## config.mk

```make
export PLATFORM = sky130hd
export DESIGN_NAME = tdm_mem_arbiter
export DESIGN_NICKNAME = d
export VERILOG_FILES = /design/src/rtl/tdm_arb_pkg.sv /design/src/rtl/slot_table.sv /design/src/rtl/slot_pointer.sv /design/src/rtl/grant_decode.sv /design/src/rtl/tdm_region.sv /design/src/rtl/tdm_mem_arbiter.sv
export SDC_FILE = /design/constraint.sdc
export NUM_CORES = 1
export LEC_CHECK = 0
export BUFFER_PORTS_ARGS = -buffer_cell sky130_fd_sc_hd__buf_2
export CAP_MARGIN = 30
export CORE_MARGIN = 8
export CORE_UTILIZATION = 55
export DETAILED_ROUTE_END_ITERATION = 16
export GPL_TIMING_DRIVEN = 0
export PLACE_DENSITY_LB_ADDON = 0.2
export SKIP_LAST_GASP = 1
export SYNTH_ARGS = -nofsm -noshare
export SYNTH_HDL_FRONTEND = slang
export SYNTH_SLANG_ARGS = --single-unit
```

## constraint.sdc

```tcl
create_clock -name clk -period 9.9 [get_ports clk]
set_input_delay 1.485 -clock clk [delete_from_list [all_inputs] [get_ports clk]]
set_output_delay 1.485 -clock clk [all_outputs]
set_load 0.01 [all_outputs]
```

## src/rtl/tdm_arb_pkg.sv

```systemverilog
package tdm_arb_pkg;

    localparam int N_CLIENTS = 14;
    localparam int N_SLOTS   = 64;
    localparam int N_REGIONS = 2;
    localparam int ID_W      = 4;
    localparam int SLOT_W    = $clog2(N_SLOTS);

    typedef logic [ID_W-1:0]      client_id_t;
    typedef logic [SLOT_W-1:0]    slot_idx_t;
    typedef logic [N_CLIENTS-1:0] client_vec_t;

    typedef struct packed {
        logic       valid;
        client_id_t id;
    } grant_t;

    typedef struct packed {
        logic       en;
        logic       region;
        slot_idx_t  slot;
        client_id_t id;
    } tbl_wr_t;

    function automatic logic id_is_client(client_id_t id);
        return int'(id) < N_CLIENTS;
    endfunction

    // Owner first, else circular search after owner; idle owner searches from 0.
    function automatic grant_t pick_client(client_id_t owner, client_vec_t req);
        grant_t g;
        int     base;
        g = '0;
        base = id_is_client(owner) ? int'(owner) : N_CLIENTS - 1;
        for (int k = 1; k <= N_CLIENTS; k++) begin
            int c;
            c = (base + k) % N_CLIENTS;
            if (!g.valid && req[c]) begin
                g.valid = 1'b1;
                g.id    = client_id_t'(c);
            end
        end
        if (id_is_client(owner)) begin
            if (req[owner]) begin
                g.valid = 1'b1;
                g.id    = owner;
            end
        end
        return g;
    endfunction

endpackage

```

## src/rtl/slot_table.sv

```systemverilog
module slot_table import tdm_arb_pkg::*; (
    input  logic       clk,
    input  logic       rst,
    input  logic       we,
    input  slot_idx_t  waddr,
    input  client_id_t wdata,
    input  slot_idx_t  raddr,
    output client_id_t rdata
);
    client_id_t mem [N_SLOTS];

    always_ff @(posedge clk) begin
        if (rst) begin
            for (int i = 0; i < N_SLOTS; i++) mem[i] <= '0;
        end else if (we) begin
            mem[waddr] <= wdata;
        end
    end

    assign rdata = mem[raddr];
endmodule

```

## src/rtl/slot_pointer.sv

```systemverilog
module slot_pointer import tdm_arb_pkg::*; (
    input  logic      clk,
    input  logic      rst,
    input  logic      adv,
    output slot_idx_t ptr,
    output slot_idx_t ptr_next
);
    localparam slot_idx_t LAST = slot_idx_t'(N_SLOTS - 1);

    assign ptr_next = (ptr == LAST) ? '0 : ptr + slot_idx_t'(1);

    always_ff @(posedge clk) begin
        if (rst)      ptr <= '0;
        else if (adv) ptr <= ptr_next;
    end

    AST_PTR_WRAP: assert property (@(posedge clk) disable iff (rst)
        (adv && ptr == LAST) |=> ptr == '0);
    AST_PTR_HOLD: assert property (@(posedge clk) disable iff (rst)
        !adv |=> $stable(ptr));
endmodule

```

## src/rtl/grant_decode.sv

```systemverilog
module grant_decode import tdm_arb_pkg::*; (
    input  grant_t      g,
    output client_vec_t onehot
);
    for (genvar i = 0; i < N_CLIENTS; i++) begin : g_bit
        assign onehot[i] = g.valid && (g.id == client_id_t'(i));
    end
endmodule

```

## src/rtl/tdm_region.sv

```systemverilog
module tdm_region import tdm_arb_pkg::*; (
    input  logic        clk,
    input  logic        rst,
    input  client_vec_t req,
    input  logic        adv,
    input  logic        we,
    input  slot_idx_t   waddr,
    input  client_id_t  wdata,
    output client_vec_t gnt,
    output grant_t      grant
);
    slot_idx_t  ptr, ptr_next;
    client_id_t entry_next, owner;

    slot_pointer u_ptr (
        .clk(clk), .rst(rst), .adv(adv), .ptr(ptr), .ptr_next(ptr_next)
    );

    slot_table u_tbl (
        .clk(clk), .rst(rst), .we(we), .waddr(waddr), .wdata(wdata),
        .raddr(ptr_next), .rdata(entry_next)
    );

    // Owner of the current slot, reloaded only at a slot boundary.
    always_ff @(posedge clk) begin
        if (rst)
            owner <= '0;
        else if (adv)
            owner <= (we && waddr == ptr_next) ? wdata : entry_next;
    end

    assign grant = pick_client(owner, req);

    grant_decode u_dec (.g(grant), .onehot(gnt));

    AST_GNT_ONEHOT: assert property (@(posedge clk) disable iff (rst)
        $onehot0(gnt) && (grant.valid == (gnt != '0)));
    AST_NO_REQ_NO_GNT: assert property (@(posedge clk) disable iff (rst)
        (req == '0) |-> !grant.valid);
    AST_OWNER_WINS: assert property (@(posedge clk) disable iff (rst)
        (id_is_client(owner) && req[owner]) |-> (grant.valid && grant.id == owner));
    AST_GNT_IS_REQ: assert property (@(posedge clk) disable iff (rst)
        grant.valid |-> req[grant.id]);
    AST_OWNER_HOLD: assert property (@(posedge clk) disable iff (rst)
        !adv |=> $stable(owner));
    AST_ONE_ID: assert property (@(posedge clk) disable iff (rst)
        grant.valid |-> gnt[grant.id]);
endmodule

```

## src/rtl/tdm_mem_arbiter.sv

```systemverilog
module tdm_mem_arbiter import tdm_arb_pkg::*; (
    input  logic                 clk,
    input  logic                 rst,
    input  logic [N_CLIENTS-1:0] ext_req,
    input  logic [N_CLIENTS-1:0] int_req,
    input  logic                 ext_adv,
    input  logic                 int_adv,
    input  logic                 tbl_we,
    input  logic                 tbl_region,
    input  logic [SLOT_W-1:0]    tbl_slot,
    input  logic [ID_W-1:0]      tbl_client,
    output logic [N_CLIENTS-1:0] ext_gnt,
    output logic                 ext_gnt_vld,
    output logic [ID_W-1:0]      ext_gnt_id,
    output logic [N_CLIENTS-1:0] int_gnt,
    output logic                 int_gnt_vld,
    output logic [ID_W-1:0]      int_gnt_id
);
    tbl_wr_t     wr;
    client_vec_t req_r [N_REGIONS];
    logic        adv_r [N_REGIONS];
    client_vec_t gnt_r [N_REGIONS];
    grant_t      grant_r [N_REGIONS];

    assign wr = '{en: tbl_we, region: tbl_region, slot: tbl_slot, id: tbl_client};

    assign req_r[0] = ext_req;
    assign req_r[1] = int_req;
    assign adv_r[0] = ext_adv;
    assign adv_r[1] = int_adv;

    for (genvar r = 0; r < N_REGIONS; r++) begin : g_region
        tdm_region u_region (
            .clk(clk), .rst(rst),
            .req(req_r[r]), .adv(adv_r[r]),
            .we(wr.en && (wr.region == 1'(r))),
            .waddr(wr.slot), .wdata(wr.id),
            .gnt(gnt_r[r]), .grant(grant_r[r])
        );
    end

    assign ext_gnt     = gnt_r[0];
    assign ext_gnt_vld = grant_r[0].valid;
    assign ext_gnt_id  = grant_r[0].id;
    assign int_gnt     = gnt_r[1];
    assign int_gnt_vld = grant_r[1].valid;
    assign int_gnt_id  = grant_r[1].id;
endmodule

```

==> out/summary.txt <==
Outcome - completed
Clock buffer depth - 3
Register area share after synthesis - 43.9%
Vias - 30.2k
Crit path launch type - register
Slew at the pin with the worst max-slew slack - 1110 ps
Placed Area - 0.0374 mm²
Total Wirelength - 122000 µm
Ys Warns - 0
Die X - 271 µm
Number of antenna violations at the first check in global routing - 3
Total GRT Usage - 31.8%
Most frequent cells in the layout - edfxtp_1 (512), and3_1 (401), clkbuf_1 (248), nor2_1 (200), and2_1 (159)
Core area - 0.0645 mm²
#FFs+latches synth - 532
Die area - 0.0737 mm²
Post-synth EDFFs - 512
Mapped Cells - 3309
Minimum clock period - 9400 ps
Critical path required time - 8420 ps
Avg Inst Size Synth - 10.8 µm²
Synthesis-to-layout area growth - 8.58%
Clk root buf - clkbuf_16
Main synth FF type - edfxtp_1
Total negative slack - 0 ps
Final HPWL DP - 90400 µm
Max Freq - 106 MHz
Critical Path AT - 7910 ps
Final setup margin - 503 ps
VDD IR max - 0.000151 V
RSZ-0062 raised after global routing - no
Largest fanout on the critical path - 25
Drt drc - 0
Total CTS buffers - 49
Cell variety after synth - 105
Final GP Congestion - 1.01
Hold buffers post-CTS - 0
Largest net degree at the start of global routing - 26
Grt ovf - 0
Vias in the first global route - 29.2k
Total power per unit cell area - 176 mW/mm²
Min-delay src - g_region[0].u_region.u_ptr.ptr[5]
Final Hold Violating Endpoints - 0
Worst rel slew slack - 24.0%
Reg clk slew, reported paths - 60 ps
Starting DRT DRC Count - 4245
Fin area - 0.0390 mm²
H-tree levels - 2
# setup viols final - 0
Cell row count - 93
Layout net count - 3550
Clk_lat worst skew - 600 ps
Drt wl/cell - 28.1 µm
PortBufs - 72
Share of layout cells above drive strength 1 - 14.2%
R2r startpoint - g_region[1].u_region.u_ptr.ptr[0]
Hold crit path type - register to register
Chip height - 271 µm
First-pass GRT wire length - 181000 µm
Total of max-cap violations - 0
Slew Limit Fails - 0
Worst hold margin - 550 ps
Most common cell after layout, fill and taps aside - edfxtp_1
Sink Count - 532
Vias per cell - 6.96
Final Cycle Share - 94.9%
Antenna violation net count after detailed routing - 0
Initial core utilization - 55.7%
CP endpoint kind - primary output
CP startpoint - g_region[1].u_region.owner[3]
Critical path class - register to primary output
Worst Clk Skew - 16.9 ps
DR pass1 iterations - 6
CTS tree - yes
Syn_nets - 3411
FFs w/ async S/R, synth - 0%
Pre-CTS setup slack - 546 ps
Ports - 82
Synthesized area - 0.0359 mm²
Lkg Pwr - 0.0156 µW
## what timing repair did
action                                  4_1_cts  5_1_grt
buffers inserted                              0        0
endpoints found under the setup margin        4       29
resized for setup                             0        2
## critical path: stages, from the launching register on
cell       delay (ps)
dfxtp_1           460
ha_1              290
nand2b_1          130
buf_2             220
inv_2             250
ha_1              260
buf_2             180
buf_2             210
a21oi_1           470
inv_1             160
clkbuf_1          250
ha_1              350
nand2b_1          200
a2111oi_1         650
o211ai_1          270
o31ai_1           220
nor2_1            260
a31oi_2           400
and2_1            180
clkbuf_1          270
a211o_1           190
a41oi_1           170
o21a_1            250
o21ai_0           430
nand3_1           250
nor2_1            170
buf_2             150
## Yosys cell counts, types with 9 or more instances
cell type / number / area (µm²)
edfxtp_1: 512 / 15400
and3_1: 401 / 2510
clkbuf_1: 234 / 878
nor2_1: 200 / 751
and2_1: 159 / 995
a21oi_1: 156 / 781
mux4_2: 156 / 3510
nand2_1: 144 / 541
mux2i_1: 131 / 1310
a21o_1: 120 / 901
o21ai_0: 71 / 355
a211oi_1: 61 / 458
ha_1: 58 / 726
inv_1: 49 / 184
nor3_1: 49 / 245
nand3_1: 46 / 230
nor2b_1: 46 / 288
mux2_2: 45 / 507
or2_2: 44 / 275
nand2b_1: 37 / 231
buf_2: 35 / 175
buf_1: 32 / 120
a31oi_1: 29 / 181
o211ai_1: 27 / 203
xnor2_1: 24 / 210
nor3b_1: 23 / 173
nand4_1: 22 / 138
dfxtp_1: 20 / 400
a211o_1: 17 / 149
nor4_1: 17 / 106
o21a_1: 17 / 128
a21boi_0: 15 / 113
a311oi_1: 15 / 131
o22ai_1: 15 / 93.8
xor2_1: 14 / 123
o31ai_1: 13 / 97.6
and2_0: 11 / 68.8
a22oi_1: 9 / 67.6
o221ai_1: 9 / 78.8
## sequential cells by signal, summed over array words and instances (netlist names)
| signal | cells |
|---|---|
| g_region.u_region.u_tbl.mem | 512 |
| g_region.u_region.u_ptr.ptr | 12 |
| g_region.u_region.owner | 8 |
## cell type report
| class | count | area [µm²] |
|---|---|---|
| Clock buffer | 63 | 1280 |
| Clock inverter | 27 | 183 |
| Sequential cell | 532 | 15800 |
| Tap cell | 855 | 1070 |
| Buffer | 311 | 1280 |
| Inverter | 57 | 216 |
| Antenna cell | 1 | 2.50 |
| Fill cell | 5294 | 25500 |
| Timing Repair Buffer | 91 | 551 |
| Multi-Input combinational cell | 2406 | 18600 |
## cell families after synthesis
logic type,count (synthesis),share of synthesized area [%]
AO/OA/AOI/OAI,730,14.5
XOR/XNOR,39,0.972
adder cells (fa/ha/maj),58,2.02
buffers and inverters,371,4.20
flip-flops,532,43.9
multiplexers,332,14.9
AND/OR/NAND/NOR,1247,19.5
## power breakdown
part | leakage [µW] | switching (µW) | internal [µW]
clock network | 0.000711 | 849 | 943
logic | 0.00983 | 1530 | 916
registers | 0.00503 | 42.3 | 2570
total | 0.0156 | 2420 | 4430
## per-stage QoR
step	utilization, %	cells	power [µW]
floorplan	-	3309	4320
global placement	57.9	4236	4970
detailed placement	58.1	4248	5020
CTS	60.3	4337	6760
global route	60.5	4342	7080
finish	60.5	4343	6850
## worst paths after layout
kind / endpoint / slack [ps] / depth (start not counted)
setup / recovery: int_gnt[12] / 500 / 26
hold / removal: g_region[0].u_region.u_ptr.ptr[5] / 550 / 2
setup reg to reg: g_region[1].u_region.owner[0] / 5360 / 13
hold reg to reg: g_region[0].u_region.u_ptr.ptr[5] / 550 / 2
## layer usage
layer  GRT usage [%]  up-vias  routed length [µm]
li1                -    13000                   -
met1            41.8    14800               45300
met2            51.3     2053               56800
met3            5.71      366               13700
met4            14.5        2                6170
met5               0        -                  10
(Power assumes the default switching activity.)
